[src/rtl/async_bus_cycler.sv]
module async_bus_cycler #(
  parameter int TW = 5,
  parameter int DW = 3,
  parameter int AW = 8
) (
  input  logic          clk,
  input  logic          rst_n,
  input  logic          req_valid,
  input  logic          req_write,
  input  logic [AW-1:0] req_addr,
  input  logic [AW-1:0] req_wdata,
  output logic          req_ready,
  output logic          done,
  output logic [AW-1:0] rd_data,
  input  logic [DW-1:0] clk_div,
  input  logic          gran_x2,
  input  logic [TW-1:0] cs_on,
  input  logic [TW-1:0] cs_rd_off,
  input  logic [TW-1:0] cs_wr_off,
  input  logic [TW-1:0] adv_on,
  input  logic [TW-1:0] adv_rd_off,
  input  logic [TW-1:0] adv_wr_off,
  input  logic [TW-1:0] oe_on,
  input  logic [TW-1:0] oe_off,
  input  logic [TW-1:0] we_on,
  input  logic [TW-1:0] we_off,
  input  logic [TW-1:0] rd_cycle,
  input  logic [TW-1:0] wr_cycle,
  input  logic [TW-1:0] rd_access,
  output logic          cs_n,
  output logic          adv_n,
  output logic          oe_n,
  output logic          we_n,
  output logic          ad_drive,
  output logic [AW-1:0] ad_out,
  input  logic [AW-1:0] ad_in
);
  localparam int CW = TW + 1;
  localparam logic [CW:0]   ONE_X = (CW+1)'(1);
  localparam logic [CW-1:0] ONE_C = CW'(1);
  localparam logic [DW-1:0] ONE_D = DW'(1);

  logic          active, wr, done_q;
  logic [AW-1:0] addr_q, wdata_q, rdata_q;
  logic [CW-1:0] cnt;
  logic [DW-1:0] dc;

  function automatic logic [CW-1:0] scale(input logic [TW-1:0] v, input logic x2);
    return x2 ? {v, 1'b0} : {1'b0, v};
  endfunction

  logic [CW-1:0] cyc_e, acc_e, cs_on_e, cs_off_e, adv_on_e, adv_off_e;
  logic [CW-1:0] oe_on_e, oe_off_e, we_on_e, we_off_e;

  assign cyc_e     = scale(wr ? wr_cycle : rd_cycle, gran_x2);
  assign acc_e     = scale(rd_access, gran_x2);
  assign cs_on_e   = scale(cs_on, gran_x2);
  assign cs_off_e  = scale(wr ? cs_wr_off : cs_rd_off, gran_x2);
  assign adv_on_e  = scale(adv_on, gran_x2);
  assign adv_off_e = scale(wr ? adv_wr_off : adv_rd_off, gran_x2);
  assign oe_on_e   = scale(oe_on, gran_x2);
  assign oe_off_e  = scale(oe_off, gran_x2);
  assign we_on_e   = scale(we_on, gran_x2);
  assign we_off_e  = scale(we_off, gran_x2);

  logic tick, last;
  assign tick = active && (dc == clk_div);
  assign last = tick && (({1'b0, cnt} + ONE_X) >= {1'b0, cyc_e});

  function automatic logic inside_win(input logic [CW-1:0] c, input logic [CW-1:0] on,
                                      input logic [CW-1:0] off);
    return (c >= on) && (c < off);
  endfunction

  assign cs_n  = !(active && inside_win(cnt, cs_on_e, cs_off_e));
  assign adv_n = !(active && inside_win(cnt, adv_on_e, adv_off_e));
  assign oe_n  = !(active && !wr && inside_win(cnt, oe_on_e, oe_off_e));
  assign we_n  = !(active && wr && inside_win(cnt, we_on_e, we_off_e));

  assign ad_drive = active && (wr ? (cnt < adv_off_e || cnt < we_off_e) : (cnt < oe_on_e));
  assign ad_out   = (!wr || cnt < adv_off_e) ? addr_q : wdata_q;

  assign req_ready = !active;
  assign done      = done_q;
  assign rd_data   = rdata_q;

  always_ff @(posedge clk or negedge rst_n) begin
    if (!rst_n) begin
      active  <= 1'b0;
      wr      <= 1'b0;
      done_q  <= 1'b0;
      addr_q  <= '0;
      wdata_q <= '0;
      rdata_q <= '0;
      cnt     <= '0;
      dc      <= '0;
    end else begin
      done_q <= 1'b0;
      if (!active) begin
        if (req_valid) begin
          active  <= 1'b1;
          wr      <= req_write;
          addr_q  <= req_addr;
          wdata_q <= req_wdata;
          cnt     <= '0;
          dc      <= '0;
        end
      end else begin
        if (!wr && dc == '0 && cnt == acc_e)
          rdata_q <= ad_in;
        if (tick) begin
          dc <= '0;
          if (last) begin
            active <= 1'b0;
            done_q <= 1'b1;
            cnt    <= '0;
          end else begin
            cnt <= cnt + ONE_C;
          end
        end else begin
          dc <= dc + ONE_D;
        end
      end
    end
  end

  p_idle_quiet_r1: assert property (@(posedge clk) disable iff (!rst_n)
    req_ready |-> (cs_n && adv_n && oe_n && we_n && !ad_drive));

  p_no_contention_r6: assert property (@(posedge clk) disable iff (!rst_n)
    !oe_n |-> !ad_drive);

  p_done_single_r7: assert property (@(posedge clk) disable iff (!rst_n)
    done |=> !done);

  p_done_follows_busy_r7: assert property (@(posedge clk) disable iff (!rst_n)
    $rose(done) |-> $past(!req_ready));

  p_strobes_hold_in_tick_r9: assert property (@(posedge clk) disable iff (!rst_n)
    (active && $past(active) && !$past(tick)) |->
      ($stable(cs_n) && $stable(adv_n) && $stable(oe_n) && $stable(we_n)));

  p_request_frozen_r11: assert property (@(posedge clk) disable iff (!rst_n)
    (active && $past(active)) |-> ($stable(addr_q) && $stable(wdata_q) && $stable(wr)));
endmodule

[config.mk]
export PLATFORM = sky130hd
export DESIGN_NAME = async_bus_cycler
export DESIGN_NICKNAME = d
export VERILOG_FILES = /design/src/rtl/async_bus_cycler.sv
export SDC_FILE = /design/constraint.sdc
export NUM_CORES = 1
export LEC_CHECK = 0
export ABC_AREA = 1
export BUFFER_PORTS_ARGS = -buffer_cell sky130_fd_sc_hd__buf_2
export CORE_AREA = 5 5 87 89
export CTS_BUF_LIST = sky130_fd_sc_hd__clkbuf_2
export DETAILED_ROUTE_END_ITERATION = 10
export DIE_AREA = 0 0 92 94
export PLACE_DENSITY = 0.87
export SETUP_SLACK_MARGIN = 0.3
export SLEW_MARGIN = 25
export SYNTH_ARGS = -nofsm -noshare
export SYNTH_HDL_FRONTEND = slang
export SYNTH_SLANG_ARGS = --single-unit
[constraint.sdc]
create_clock -name clk -period 3.8 [get_ports clk]
set_input_delay 0.19 -clock clk [delete_from_list [all_inputs] [get_ports clk]]
set_output_delay 0.19 -clock clk [all_outputs]
set_load 0.005 [all_outputs]
* Yosys cells after proc, flatten, opt, wreduce, memory -nomap -nowiden
Cells that the tools add are included.
** Storage, ports and cells
- Bits in registers :: 36
- Bits of input ports :: 97
- Output and inout port bits :: 23
** Operators by class
- $lt $le $gt $ge :: 10
- Bitwise logic cells :: 1
- Muxes and demuxes :: 29
- Equality and inequality tests :: 3
- Reduce and logical (&&, ||, !) cells :: 28
- Add/sub/neg operators :: 3
** Operators with widths (number)
- $mux 6 :: 14
- $lt 6x6->1 :: 5
- $ge 6x6->1 :: 4
- $logic_and 1x1->1 :: 15
- $mux 5 :: 3
- $mux 3 :: 3
- $mux 1 :: 8
- $mux 8 :: 1
- $add 6x1->7 const B :: 1
- $ge 7x6->1 :: 1
- $add 6x1->6 const B :: 1
- $eq 6x6->1 :: 1
- $logic_not 1->1 :: 6
- $reduce_and 2->1 :: 3
- $add 3x1->3 const B :: 1
- $eq 3x3->1 :: 1
- $logic_not 3->1 :: 1
- $logic_or 1x1->1 :: 2
- $ne 2x1->1 const B :: 1
- $reduce_bool 2->1 :: 1
- $not 1->1 :: 1

* Longest topological paths before layout
- Depth in word-level cells :: 7
- Depth in mapped cells :: 15
- Gate-level depth less buffers :: 12

* Worst setup path before layout
OpenSTA, ideal clock, no wires.
- Kind :: register to output
- From :: reg wr
- To :: out ad_drive
- Slack :: 1676 ps
- Arrival :: 1934 ps
- Cell stages (with the launch flop) :: 15
- Path buffers :: 3
- Cells stage by stage :: dfrtp_1 buf_6 inv_4 clkbuf_1 nand2_1 nand3_1 o21ai_0 ha_1 a21oi_1 o21a_1 nand2_1 buf_4 nand3_1 nand2_1 inv_1
** On the way
- Longest elaborated chain between the ends :: 6
** Ends and longest elaborated chain
- from (decl) :: line 43 : logic active, wr, done_q;
- from (signal assigned) :: line 102 : wr <= req_write;
- $mux 5 :: line 60 : assign adv_off_e = scale(wr ? adv_wr_off : adv_rd_off, gran_x2);
- $mux 6 :: line 49 : return x2 ? {v, 1'b0} : {1'b0, v};
- $lt 6x6->1 :: line 80 : assign ad_drive = active && (wr ? (cnt < adv_off_e || cnt < we_off_e) : (cnt < oe_on_e));
- $logic_or 1x1->1 :: line 80
- $mux 1 * :: line 80
- $logic_and 1x1->1 * :: line 80
- to (decl) :: line 34 : output logic ad_drive,
Mark *: on every way between the ends. The rest lies on a longest branch, timed or not.

* Final worst setup path
- From :: reg wr
- To :: out ad_out[5]
** On the way
- Longest elaborated chain between the ends :: 5
- Elaborated cells on any way between the ends :: 6
- Those cells by class :: order compare (1); mux (3); reduce/logical (2)
** Ends and longest elaborated chain
- $mux 5 :: line 60
- $mux 6 :: line 49
- $lt 6x6->1 :: line 81 : assign ad_out = (!wr || cnt < adv_off_e) ? addr_q : wdata_q;
- $logic_or 1x1->1 * :: line 81
- $mux 8 * :: line 81
- to (decl) :: line 35 : output logic [AW-1:0] ad_out,
Marks and branches as above.

==> results.sh <==
export IMPL_outcome="finished clean"
export IMPL_hold_class="in -> reg"
export IMPL_design_area_um2=4431
export IMPL_cts_tree="built"
export IMPL_avgSynthCellArea_um2=7.356
export IMPL_async_flop_share_pct=100.0
export IMPL_worstPathBufferInverterCount=3
export IMPL_pwr_density_cell_nw_per_um2=454.2
export IMPL_syn_to_final_growth_pct=19.03
export IMPL_regArea_um2=902.1
export IMPL_grt_max_degree=66
export IMPL_rr_endpoint="active$_DFF_PN0_"
export IMPL_die_area_um2=8648
export IMPL_cts_buffers=5
export IMPL_rr_worst_depth=10
export IMPL_clk_pin_slew_worst_paths_ps=200
export IMPL_cap_viol_max_count=0
export IMPL_fp_dieH_um=94
export IMPL_max_freq_mhz=317.9
export IMPL_initial_core_util_pct=55.71
export IMPL_clk_latency_ps=360
export IMPL_wl_per_cell_um=14.51
export IMPL_slowest_delay_ps=520
export IMPL_multiInputGateArea_um2=2547
export IMPL_cts_sinks=36
export IMPL_cts_root_buf="clkbuf_2"
export IMPL_antenna_found_initial=0
export IMPL_drive_gt1_share_pct=26.12
export IMPL_num_io_pins=120
export IMPL_track_usage_pct=23.03
export IMPL_fin_tns_setup_ps=0
export IMPL_peakVddDrop_uv=323.0
export IMPL_cp_end_kind="output port"
export IMPL_wl_mm=10.22
export IMPL_gp_congestion=0.8506
export IMPL_slew_headroom_pct=46.57
export IMPL_grt_pass1_vias=3818
export IMPL_ys_ff_latch=36
export IMPL_finalSetupViolations=0
export IMPL_synth_area_um2=3722
export IMPL_r2r_setup_slack_ps=1180
export IMPL_antenna_cells=0
export IMPL_drt_antenna_violating_nets=0
export IMPL_skew_ps=24.06
export IMPL_cp_data_required_time_ps=3610
export IMPL_core_area_um2=6681
export IMPL_arrival_ps=2960
export IMPL_place_area_um2=4335
export IMPL_drc=0
export IMPL_r2r_start="cnt[1]$_DFFE_PN0P_"
export IMPL_synth_distinct_cells=43
export IMPL_synthCells=506
export IMPL_crit_cells=13
export IMPL_ys_warn_count=0
export IMPL_synth_enable_flop_cells=0
export IMPL_fill_cells=594
export IMPL_cpLargestDelayFamily="simple AND/OR/NAND/NOR gates"
export IMPL_path_max_fanout=18
export IMPL_critical_path_class="reg -> out"
export IMPL_nets=773
export IMPL_crit_chain="buf_4 -> inv_4 -> nand2_1 -> nand3_1 -> o21ai_0 -> ha_1 -> nand2_1 -> o21a_1 -> nand2_1 -> nand2_2 -> nand2_1 -> nand2_1 -> buf_2"
export IMPL_tightest_slew_ps=801.5
export IMPL_drt_iter0_drc=167
export IMPL_maxSlewViolCount=0
export IMPL_critical_path_startpoint="wr$_DFFE_PN0P_"
export IMPL_grt_setup_unrepaired="no"
export IMPL_viasPerCell=5.521
export IMPL_cp_common_cell="nand2_1"
export IMPL_vias=3887
export IMPL_io_buffers=119
export IMPL_grt_pass1_wl_mm=16.40
export IMPL_critPathLaunchType="register"
export IMPL_place_hpwl_mm=7.839
export IMPL_post_route_period_util_pct=82.77
export IMPL_dr_pass1_iters=5
export IMPL_synth_nets=656
export IMPL_crit_slowest_cell="dfrtp_2"
export IMPL_die_w_um=92
export IMPL_htreeDepth=2
export IMPL_rows=30
export IMPL_min_period_ps=3145
export IMPL_seq_area_frac_synth_pct=24.20
export IMPL_p_leak_uw=0.002585
export IMPL_post_cts_buffers=0
export IMPL_synth_ff_type="dfrtp_1"
export IMPL_hold_violations=0
export IMPL_grt_overflow_total=0
export IMPL_endpoint="ad_out[5]"
export IMPL_clk_path_buf_depth=2
-- layer usage --
metal / GRT usage [%] / vias up / share of wire, %
met4: 9.901 / 0 / 3.4
li1: - / 1943 / -
met3: 4.407 / 37 / 7.3
met2: 40.09 / 160 / 49
met1: 27.70 / 1747 / 40
met5: 0 / - / 0
-- state kept, by name (all words and copies together), names as in the netlist --
name / count
addr_q: 8
rd_data: 8
wdata_q: 8
cnt: 6
dc: 3
active: 1
done: 1
wr: 1
-- stage by stage --
| step | hold slack, ps | power (µW) | worst slack [ps] | cells | util, % |
|---|---|---|---|---|---|
| 6_report | 35.89 | 2012 | 654.7 | 704 | 66.31 |
| 5_1_grt | 2.280 | 2220 | 350.4 | 704 | 66.31 |
| 4_1_cts | 18.53 | 1998 | 544.9 | 700 | 65.66 |
| 3_5_place_dp | 325.8 | 1823 | 974.4 | 691 | 64.89 |
| 3_3_place_gp | 313.7 | 1748 | 1116 | 691 | 64.89 |
| 2_1_floorplan | -105.6 | 1459 | 1676 | 506 | - |
-- kinds of logic (layout without fill, tap and decap cells) --
kind of cell / Yosys count / count (layout) / share of synthesized area, %
flops: 36 / 36 / 24.20
simple gates: 247 / 247 / 30.25
mux: 26 / 26 / 7.529
fa+ha+maj: 53 / 53 / 17.82
compound gates: 75 / 75 / 11.36
buf+inv: 63 / 181 / 7.429
xor+xnor: 6 / 6 / 1.412
-- cell usage after synthesis, drive strengths merged (5+ instances only) --
cell type,n,area share [%]
mux2,16,4.8
inv,47,4.8
o21ai,41,5.6
nand4,19,3.2
nand2,163,17
mux2i,10,2.7
a21oi,17,2.3
dfrtp,36,24
clkbuf,5,0.50
nor2,30,4.2
ha,53,18
nand3,29,4.8
buf,11,2.1
-- worst min-delay path by stage --
stage	startpoint	endpoint	slack [ps]	cells past startpoint
detailed placement	rst_n	rd_data[1]$_DFFE_PN0P_	330	1
global placement	rst_n	rd_data[1]$_DFFE_PN0P_	310	1
floorplan	rst_n	active$_DFF_PN0_	-110	0
CTS	req_addr[4]	addr_q[4]$_DFFE_PN0P_	20	2
global route	req_addr[0]	addr_q[0]$_DFFE_PN0P_	2	2
finish	req_addr[5]	addr_q[5]$_DFFE_PN0P_	40	2
-- power by group --
part           switching, µW  internal, µW
registers                169           521
clock network            130          46.2
logic                    653           492
total                    952          1060
-- repair_timing --
| action | in CTS | in global routing |
|---|---|---|
| endpoints found under the setup margin | 0 | 8 |
| hold endpoints to repair | 36 | 4 |
| resized for setup | 0 | 2 |
| hold buffers | 1 | 4 |
-- layout make-up --
type	instances	area share (%)
inverter	47	4.038
timing repair buffer	126	14.91
clock inverter	2	0.2542
multi-input combinational	407	57.50
tap	80	2.259
clock buffer	6	0.6778
sequential	36	20.36
-- cell usage in the layout, fill, tap and decap left out, types with 2 or more instances in the layout --
cell type	count
buf_4	2
xnor2_1	4
o211ai_1	2
ha_1	53
inv_1	44
nand2_4	2
or2_2	3
nor2_2	2
dfrtp_1	35
o21ai_0	38
a21boi_0	2
nand3_2	2
mux2_2	12
nand3_4	2
nand3_1	25
clkbuf_2	6
nor2_1	25
nor3_1	2
xor2_1	2
nor2_8	2
mux2_1	4
mux2i_1	10
buf_2	119
o21ai_1	2
nand4_1	19
dlygate4sd3_1	5
nand2_2	4
o221ai_1	2
inv_2	2
a21oi_1	17
nand2_1	157
o21a_1	4
(Power assumes the default switching activity.)
